## src/rtl/port_mailbox_pkg.sv

```systemverilog
package port_mailbox_pkg;
  localparam int unsigned DEF_IDX_W  = 4;
  localparam int unsigned DEF_DATA_W = 8;

  // A CPU read is active when both active-low strobes are low.
  function automatic logic read_active(input logic iorq_n, input logic rd_n);
    return (iorq_n == 1'b0) && (rd_n == 1'b0);
  endfunction

  // A same-cycle load wins over the stored value for the entry it targets.
  function automatic logic pick_incoming(input logic stb, input logic hit);
    return stb && hit;
  endfunction
endpackage

```

## src/rtl/pmb_decoder.sv

```systemverilog
module pmb_decoder #(
  parameter int unsigned IDX_W = 4,
  localparam int unsigned N = 1 << IDX_W
) (
  input  logic             en,
  input  logic [IDX_W-1:0] idx,
  output logic [N-1:0]     sel
);
  genvar g;
  generate
    for (g = 0; g < N; g++) begin : g_line
      assign sel[g] = en && (idx == IDX_W'(g));
    end
  endgenerate

  always_comb begin
    a_sel_onehot_r9: assert ($onehot0(sel));
    if (!en) a_sel_idle_r9: assert (sel == '0);
  end
endmodule

```

## src/rtl/pmb_bank.sv

```systemverilog
module pmb_bank #(
  parameter int unsigned IDX_W  = 4,
  parameter int unsigned DATA_W = 8,
  localparam int unsigned N = 1 << IDX_W
) (
  input  logic              clk,
  input  logic              rst_n,
  input  logic [N-1:0]      wr_sel,
  input  logic [DATA_W-1:0] wr_data,
  output logic [DATA_W-1:0] q [N]
);
  genvar g;
  generate
    for (g = 0; g < N; g++) begin : g_ent
      always_ff @(posedge clk or negedge rst_n) begin
        if (!rst_n)         q[g] <= '0;
        else if (wr_sel[g]) q[g] <= wr_data;
      end

      p_load_lands_r5: assert property (@(posedge clk) disable iff (!rst_n)
        wr_sel[g] |=> q[g] == $past(wr_data));
      p_hold_r8: assert property (@(posedge clk) disable iff (!rst_n)
        !wr_sel[g] |=> $stable(q[g]));
    end
  endgenerate
endmodule

```

## src/rtl/pmb_read_drive.sv

```systemverilog
module pmb_read_drive #(
  parameter int unsigned IDX_W  = 4,
  parameter int unsigned DATA_W = 8,
  localparam int unsigned N = 1 << IDX_W
) (
  input  logic              rd_act,
  input  logic [N-1:0]      rd_sel,
  input  logic              ld_stb,
  input  logic [N-1:0]      wr_sel,
  input  logic [DATA_W-1:0] ld_data,
  input  logic [DATA_W-1:0] q [N],
  output logic [DATA_W-1:0] rd_data,
  output logic              rd_oe
);
  import port_mailbox_pkg::*;

  logic [DATA_W-1:0] word [N];

  genvar g;
  generate
    for (g = 0; g < N; g++) begin : g_word
      assign word[g] = pick_incoming(ld_stb, wr_sel[g]) ? ld_data : q[g];
    end
  endgenerate

  always_comb begin
    rd_data = '0;
    for (int i = 0; i < N; i++) begin
      if (rd_sel[i]) rd_data = rd_data | word[i];
    end
  end

  assign rd_oe = rd_act;

  always_comb begin
    if (!rd_oe) a_quiet_bus_r3: assert (rd_data == '0);
  end
endmodule

```

## src/rtl/port_mailbox.sv

```systemverilog
module port_mailbox #(
  parameter int unsigned IDX_W  = port_mailbox_pkg::DEF_IDX_W,
  parameter int unsigned DATA_W = port_mailbox_pkg::DEF_DATA_W
) (
  input  logic              clk,
  input  logic              rst_n,
  input  logic              ld_stb,
  input  logic [IDX_W-1:0]  ld_idx,
  input  logic [DATA_W-1:0] ld_data,
  input  logic [IDX_W-1:0]  cpu_addr,
  input  logic              iorq_n,
  input  logic              rd_n,
  output logic [DATA_W-1:0] rd_data,
  output logic              rd_oe
);
  import port_mailbox_pkg::*;
  localparam int unsigned N = 1 << IDX_W;

  logic              rd_act;
  logic [N-1:0]      rd_sel;
  logic [N-1:0]      wr_sel;
  logic [DATA_W-1:0] q [N];

  assign rd_act = read_active(iorq_n, rd_n);

  pmb_decoder #(.IDX_W(IDX_W)) u_wr_dec (
    .en(ld_stb), .idx(ld_idx), .sel(wr_sel)
  );

  pmb_decoder #(.IDX_W(IDX_W)) u_rd_dec (
    .en(rd_act), .idx(cpu_addr), .sel(rd_sel)
  );

  pmb_bank #(.IDX_W(IDX_W), .DATA_W(DATA_W)) u_bank (
    .clk(clk), .rst_n(rst_n), .wr_sel(wr_sel), .wr_data(ld_data), .q(q)
  );

  pmb_read_drive #(.IDX_W(IDX_W), .DATA_W(DATA_W)) u_drive (
    .rd_act(rd_act), .rd_sel(rd_sel), .ld_stb(ld_stb), .wr_sel(wr_sel),
    .ld_data(ld_data), .q(q), .rd_data(rd_data), .rd_oe(rd_oe)
  );

  p_oe_follows_strobes_r2: assert property (@(posedge clk) disable iff (!rst_n)
    rd_oe == (!iorq_n && !rd_n));
  p_bypass_r7: assert property (@(posedge clk) disable iff (!rst_n)
    (rd_oe && ld_stb && (ld_idx == cpu_addr)) |-> rd_data == ld_data);
  p_read_after_load_r4: assert property (@(posedge clk) disable iff (!rst_n)
    (ld_stb ##1 (rd_oe && !ld_stb && cpu_addr == $past(ld_idx)))
      |-> rd_data == $past(ld_data));
endmodule

```

## config.mk

```make
export PLATFORM = sky130hd
export DESIGN_NAME = port_mailbox
export DESIGN_NICKNAME = d
export VERILOG_FILES = /design/src/rtl/port_mailbox_pkg.sv /design/src/rtl/pmb_decoder.sv /design/src/rtl/pmb_bank.sv /design/src/rtl/pmb_read_drive.sv /design/src/rtl/port_mailbox.sv
export SDC_FILE = /design/constraint.sdc
export NUM_CORES = 1
export LEC_CHECK = 0
export BUFFER_PORTS_ARGS = -buffer_cell sky130_fd_sc_hd__buf_2
export CAP_MARGIN = 10
export CORE_MARGIN = 4
export CORE_UTILIZATION = 44
export DETAILED_ROUTE_END_ITERATION = 8
export GPL_TIMING_DRIVEN = 0
export SYNTH_ARGS = -nofsm -noshare
export SYNTH_HDL_FRONTEND = slang
export SYNTH_SLANG_ARGS = --single-unit
```

## constraint.sdc

```tcl
create_clock -name clk -period 4.05 [get_ports clk]
set_input_delay 0.6075 -clock clk [delete_from_list [all_inputs] [get_ports clk]]
set_output_delay 0.6075 -clock clk [all_outputs]
set_load 0.005 [all_outputs]
```

# After elaboration in Yosys (flattened, before gate mapping)
# Cells that the tools add are included.
[word_totals]
wordCells = 146
regBits = 128
[classes]
n_mux = 32
bitwise_logic = 17
reduce_logical = 51
n_eq_ne = 30
[ops]
columns = ["op", "count"]
rows = [
  ["8-bit 2-to-1 mux", 32],
  ["8-bit OR", 15],
  ["4-bit equality test, second input constant", 16],
  ["1-bit logical AND", 49],
  ["4-bit by 3-bit equality test with 1-bit output, second input constant", 8],
  ["4-bit by 2-bit equality test with 1-bit output, second input constant", 4],
  ["4-bit by 1-bit equality test with 1-bit output, second input constant", 2],
  ["4-bit zero test", 2],
  ["1-bit inverter", 2],
]

# Depth between registers and ports, before layout
# Gate-level depths: netlist (run 1).
[depth]
depth_word = 35
ltp_mapped = 8

# Modules after synthesis
# From an unflattened synthesis (run 1), not the netlist that was laid out.
[unflattened]
hier_cells = 788
hier_area_um2 = 7813.7
[by_module_without_submodules]
columns = ["mod", "instances", "area_per_inst_um2", "cells_per_inst", "seq_area_each_um2"]
rows = [
  ["pmb_bank", 1, 4956.0, 280, 3203.1],
  ["pmb_read_drive", 1, 2618.8, 461, 0.0],
  ["pmb_decoder", 2, 117.6, 23, 0.0],
  ["port_mailbox", 1, 3.8, 1, 0.0],
]

# Worst setup path after synthesis (run 1)
# No wires, ideal clock.
[synth_path]
kind = "input -> output"
start = "in ld_idx[2]"
end = "out rd_data[1]"
t_required_ns = 3.442
cell_stages = 7
arrival_time_ns = 2.327
path_slack_ns = 1.115
cell_sequence = "buf_2 or3b_1 buf_6 nor2_1 mux2_2 a2111oi_0 nand4_1"
[synth_via]
elab_chain_len = 35
word_cells_on_any_way = 95
classes_between = "eq/ne: 15; mux: 32; bitwise: 15; reduce/logical: 33"
[synth_lines]
columns = ["element", "line", "rtl"]
rows = [
  ["start: declaration", "port_mailbox.sv:8", "input logic [IDX_W-1:0] ld_idx,"],
  ["4-bit zero test", "pmb_decoder.sv:12", "assign sel[g] = en && (idx == IDX_W'(g));"],
  ["1-bit logical AND", "pmb_decoder.sv:12", ""],
  ["1-bit logical AND", "port_mailbox_pkg.sv:12", "return stb && hit;"],
  ["8-bit 2-to-1 mux", "pmb_read_drive.sv:22", "assign word[g] = pick_incoming(ld_stb, wr_sel[g]) ? ld_data : q[g];"],
  ["8-bit 2-to-1 mux", "pmb_read_drive.sv:29", "if (rd_sel[i]) rd_data = rd_data | word[i];"],
  ["8-bit OR", "pmb_read_drive.sv:29", ""],
  ["8-bit 2-to-1 mux", "pmb_read_drive.sv:29", ""],
  ["8-bit OR", "pmb_read_drive.sv:29", ""],
  ["(+19 left out)", "-", ""],
  ["8-bit OR", "pmb_read_drive.sv:29", ""],
  ["8-bit 2-to-1 mux", "pmb_read_drive.sv:29", ""],
  ["8-bit OR", "pmb_read_drive.sv:29", ""],
  ["8-bit 2-to-1 mux", "pmb_read_drive.sv:29", ""],
  ["8-bit OR", "pmb_read_drive.sv:29", ""],
  ["8-bit 2-to-1 mux", "pmb_read_drive.sv:29", ""],
  ["8-bit OR", "pmb_read_drive.sv:29", ""],
  ["8-bit 2-to-1 mux *", "pmb_read_drive.sv:29", ""],
  ["end: declaration", "port_mailbox.sv:13", "output logic [DATA_W-1:0] rd_data,"],
]
# Every way passes the cells marked *; elsewhere a longest branch is shown, timed or not.

# Worst setup path after layout (run 1)
[layout_path]
start = "in ld_idx[2]"
end = "out rd_data[7]"
# Same word-level chain as after synthesis.

==> metrics, run 1 <==
drt via density about 6.5; Final Setup Violations 1; post-route antenna net violation count 0; final setup margin -36.1 ps; post-synthesis sequential area ratio 0.504; peak per-stage delay on the critical path slightly below 800 ps; synthesis-to-finish area growth 17.2%; CTS Root Cell clkbuf_16; total CTS buffers 17; failing checks setup timing; final hold vios 0; n_diodes 0; Filler cells 1311; MaxCap Viol Count 0; peak supply drop 0.000266 V; H-tree depth 4; GPL Wtd Cong approximately 0.95; Die H 128 µm; nets 765; WP buf/inv 2; # resized after CTS 2; CP Max Fanout 10; Clock Skews 0 ps; drt wl/cell approximately 25 µm; post-synthesis cell type count 34; Req. time, crit path 3440 ps; first-pass GRT wire length approximately 35000 µm; GRT Total Usage 0.295; routed wire length approximately 24000 µm; initial antenna violation count 1; Setup Buffers After CTS 0; CP Cell Sequence buf_2 > nand3_1 > nor2_1 > mux2_2 > a2111oi_1 > nand4_1 > buf_2; clk buf depth 2; Top reg by flops u_bank.q; Rel. slew slack 0.337; CP Capture Type output port; I/O Buffers 28; vias in the first global route approximately 5700; Mean Syn Cell Area 9.13 µm²; Clock transition at path regs approximately 60 ps; Synth warnings 0; fmax 245 MHz; CP Launch Type primary input; Syn Inst Count around 700; leakage power 3.33 nW; Synthesized Nets about 720; Top Registers u_bank.q: 128 flops; WP data arrival about 3500 ps; Period minus WS final around 4000 ps; max reg flops about 130; layout cell share with drive strength beyond 1 0.175; hold_buf cts 0; Crit path max-delay family simple AND/OR/NAND/NOR gates; critical path class primary input to output port; total grt overflow 0; synthesized cell area ~6400 µm²; most common cell after layout, fill and taps aside dfrtp_1; Synth Register Bits approximately 130; boundary pin count 30; pwr dens about 540 nW/µm²; DR iter-0 viols 864; critical path's slowest cell a2111oi_1; post-route insts no fill ~940; Power Total between 3 and 4 mW; Tightest Hold Check Type primary input to async pin; core area around 14000 µm²; hpwl dp 16200 µm; outcome complete, but fails checks; initial core utilization 0.454; Slew Limit Fails 0; drt first pass iters 5; largest net degree at the start of global routing between 70 and 80; CTS tree done; RSZ-0062 raised after global routing false; commonest cells after routing, fill and taps aside 128 x dfrtp_1, 116 x nand2_1, 99 x nand3_1, 98 x a21oi_1, 80 x o21ai_0; CTS sink cnt between 100 and 150; Placed Cells about 900; Vias 6102; Crit path top cell by count buf_2; worst-margin pin slew just under 1000 ps; period utilization 1.01; row count 43; Final Util 0.532; DRC 0; worst-skew pair later-pin latency roughly 420 ps; Die W 128 µm; die area 16400 µm²
[metal layers]
| layer | track usage | vias up | part of all wire |
|---|---|---|---|
| li1 | - | 2626 | - |
| met3 | 0.100 | 74 | 0.12 |
| met4 | 0.127 | 2 | 0.045 |
| met2 | 0.424 | 388 | 0.43 |
| met1 | 0.406 | 3012 | 0.40 |
| met5 | 0 | - | 0.00055 |
[cell families after synthesis]
group / synth area share
and+or+nand+nor: 0.192
AOI/OAI and AO/OA: 0.211
DFF: 0.504
buffers and inverters: 0.0390
muxes: 0.0532
[cell type report]
class | instances | area [µm²] | share of cell area
buffer | 49 | 233 | 0.0312
clock buffer | 17 | 425 | 0.0571
clock inverter | 14 | 263 | 0.0353
inverter | 4 | 15.0 | 0.00202
multi-input combinational | 515 | 2910 | 0.391
sequential | 128 | 3200 | 0.430
tap | 180 | 225 | 0.0302
timing repair buffer | 29 | 174 | 0.0234
[Yosys cell counts (all sizes together)]
master | number | share of area
a2111oi | 30 | 0.049
a21oi | 98 | 0.077
and2 | 6 | 0.0059
and3 | 1 | 0.0012
and3b | 2 | 0.0032
buf | 19 | 0.019
clkbuf | 30 | 0.018
dfrtp | 128 | 0.50
inv | 4 | 0.0024
mux2 | 30 | 0.053
nand2 | 117 | 0.070
nand2b | 2 | 0.0020
nand3 | 99 | 0.078
nand3b | 2 | 0.0030
nand4 | 8 | 0.0079
nor2 | 9 | 0.0053
nor2b | 4 | 0.0039
nor3b | 1 | 0.0030
nor4 | 3 | 0.0030
nor4b | 2 | 0.0028
nor4bb | 1 | 0.0016
o21ai | 98 | 0.085
or2 | 1 | 0.00099
or3b | 1 | 0.0014
[power breakdown]
group          internal, mW  total, mW  switching (mW)
sequential             1.54       1.61          0.0679
clock                  1.21       1.81           0.594
combinational         0.190      0.569           0.379
total                  2.95       3.99            1.04
[path summary, 6_finish.rpt]
check	cells after the start	start	slack [ps]	endpoint
max	7	ld_idx[2]	-40	rd_data[7]
min	1	rst_n	150	u_bank.q[26]
max reg2reg	1	u_bank.q[40]	3270	u_bank.q[40]
min reg2reg	2	u_bank.q[115]	480	u_bank.q[115]
max in group asynchronous	2	rst_n	3140	u_bank.q[104]
min in group clk	2	u_bank.q[115]	480	u_bank.q[115]
[through the flow]
step	worst slack, ps	TNS, ps	hold slack [ps]	area, µm²
after floorplan	1120	0	312	6350
after global placement	-10.8	-10.8	466	6720
after detailed placement	-6.51	-6.51	469	6750
after CTS	95.5	0	170	7440
after global routing	6.37	0	189	7450
final	-36.1	-36.1	146	7450
Note: power is estimated with default switching activity, not from simulation.
==> run 2, diff against run 1 <==
--- a/config.mk
+++ b/config.mk
@@ -11,6 +11,7 @@
 export CORE_UTILIZATION = 44
 export DETAILED_ROUTE_END_ITERATION = 8
 export GPL_TIMING_DRIVEN = 0
+export SETUP_SLACK_MARGIN = 0.3
 export SYNTH_ARGS = -nofsm -noshare
 export SYNTH_HDL_FRONTEND = slang
 export SYNTH_SLANG_ARGS = --single-unit
==> metrics, run 2 (synthesis results as in run 1) <==
outcome completed; multi-input logic area about 3000 µm²; drt first pass iters 5; core area approximately 14000 µm²; CP Capture Type output port; hpwl dp between 15000 and 20000 µm; Rel. slew slack 0.387; boundary pin count 30; met3 Use GR 0.100; register area approximately 3200 µm²; CTS sink cnt between 100 and 150; period utilization 0.946; most common cell after layout, fill and taps aside dfrtp_1; CTS Root Cell clkbuf_16; Die H between 100 and 150 µm; DRC 0; MaxCap Viol Count 0; Power Total roughly 4 mW; peak supply drop between 0.0002 and 0.0003 V; RSZ-0062 raised after global routing false; row count 43; WP data arrival 3230 ps; post-route insts no fill approximately 940; Filler cells 1301; Placed Cells about 910; critical path class primary input to output port; H-tree depth 4; final setup margin 217 ps; max reg flops between 100 and 150; placement-stage cell area between 6000 and 7000 µm²; GRT busiest layer met2; n_diodes 0; CP Max Fanout 10; synthesis-to-finish area growth 17.9%; hold slack 149 ps; total CTS buffers 17; critical path's slowest cell a2111oi_0; initial core utilization 0.454; CP Cell Sequence buf_2 > or3b_1 > buf_6 > nor2_1 > mux2_2 > a2111oi_0 > nand4_1 > buf_2; die area around 16000 µm²; vias in the first global route 5651; Final Setup Violations 0; total grt overflow 0; leakage power 3.33 nW; Crit path top cell by count buf_2; layout cell share with drive strength beyond 1 0.183; peak per-stage delay on the critical path ~800 ps; routed wire length between 20000 and 25000 µm; Req. time, crit path between 3000 and 4000 ps; GRT met2 Usage 0.424; Tightest Hold Check Type primary input to async pin; Clock Skews 0 ps; initial antenna violation count 1; I/O Buffers 28; Clock transition at path regs ~60 ps; worst-margin pin slew between 900 and 1000 ps; largest net degree at the start of global routing 75; CTS tree done; Slew Limit Fails 0; first-pass GRT wire length between 30000 and 40000 µm; Vias just over 6000; post-route antenna net violation count 0; final setup TNS 0 ps; GRT Total Usage 0.295; worst-skew pair later-pin latency 420 ps; Period minus WS final about 3800 ps; cell area after layout 7490 µm²; Post-Place Setup Slack -6.51 ps; fmax between 200 and 300 MHz; GPL Wtd Cong 0.946; commonest cells after routing, fill and taps aside 128 x dfrtp_1, 116 x nand2_1, 99 x nand3_1, 98 x a21oi_1, 80 x o21ai_0; drt via density between 6 and 7; Die W between 100 and 150 µm; CP Launch Type primary input; DR iter-0 viols roughly 880; drt wl/cell roughly 25 µm; met1 GRT Util 0.406; nets 765; pwr dens 533 nW/µm²; Top Registers u_bank.q: 128 flops; clk buf depth 2; Final Util 0.535; final hold vios 0; Top reg by flops u_bank.q
## run 2: cell types whose count changed in the layout (fill, tap and decap cells not counted)
cell / before / now
nor2_1: 9 / 6
a2111oi_0: 16 / 14
a2111oi_2: 7 / 9
nor2_2: 0 / 2
a2111oi_1: 7 / 6
a2111oi_4: 0 / 1
nor2_4: 0 / 1
## run 2: repair_timing
item,4_1_cts,5_1_grt
resized for setup,5,9
setup buffers,0,0
hold buffers,0,0
gates cloned,0,0
setup endpoints to repair,5,6
## run 2: area by class of cell
type / count / area share
flip-flops and latches: 128 / 0.428
clock inverters: 14 / 0.0351
repair buffers: 29 / 0.0232
plain buffers: 49 / 0.0311
clock buffers: 17 / 0.0568
multi-input cells: 515 / 0.394
inverters: 4 / 0.00200
well taps: 180 / 0.0301
## run 2: path summary, 6_finish.rpt
kind                          startpoint       endpoint  slack [ps]  depth (start not counted)
min in group clk           u_bank.q[127]  u_bank.q[127]         480                          2
hold / removal                     rst_n   u_bank.q[26]         150                          1
max in group asynchronous          rst_n   u_bank.q[13]        3140                          2
setup / recovery               ld_idx[3]     rd_data[7]         220                          8
setup reg to reg            u_bank.q[40]   u_bank.q[40]        3260                          1
hold reg to reg            u_bank.q[127]  u_bank.q[127]         480                          2
## run 2: worst max-delay path: cells and delay by family
kind	cells	cell delay (ps)
buf+inv	3	520
simple gates	3	900
mux	1	390
compound gates	1	800
## run 2: power by group
part	switching (mW)	internal, mW
combinational	0.382	0.191
sequential	0.0681	1.54
clock	0.598	1.21
## run 2: metal layers
metal	part of all wire	wire, µm
met1	0.40	9360
met2	0.43	10300
met3	0.12	2890
met4	0.047	1120
met5	0.00059	14
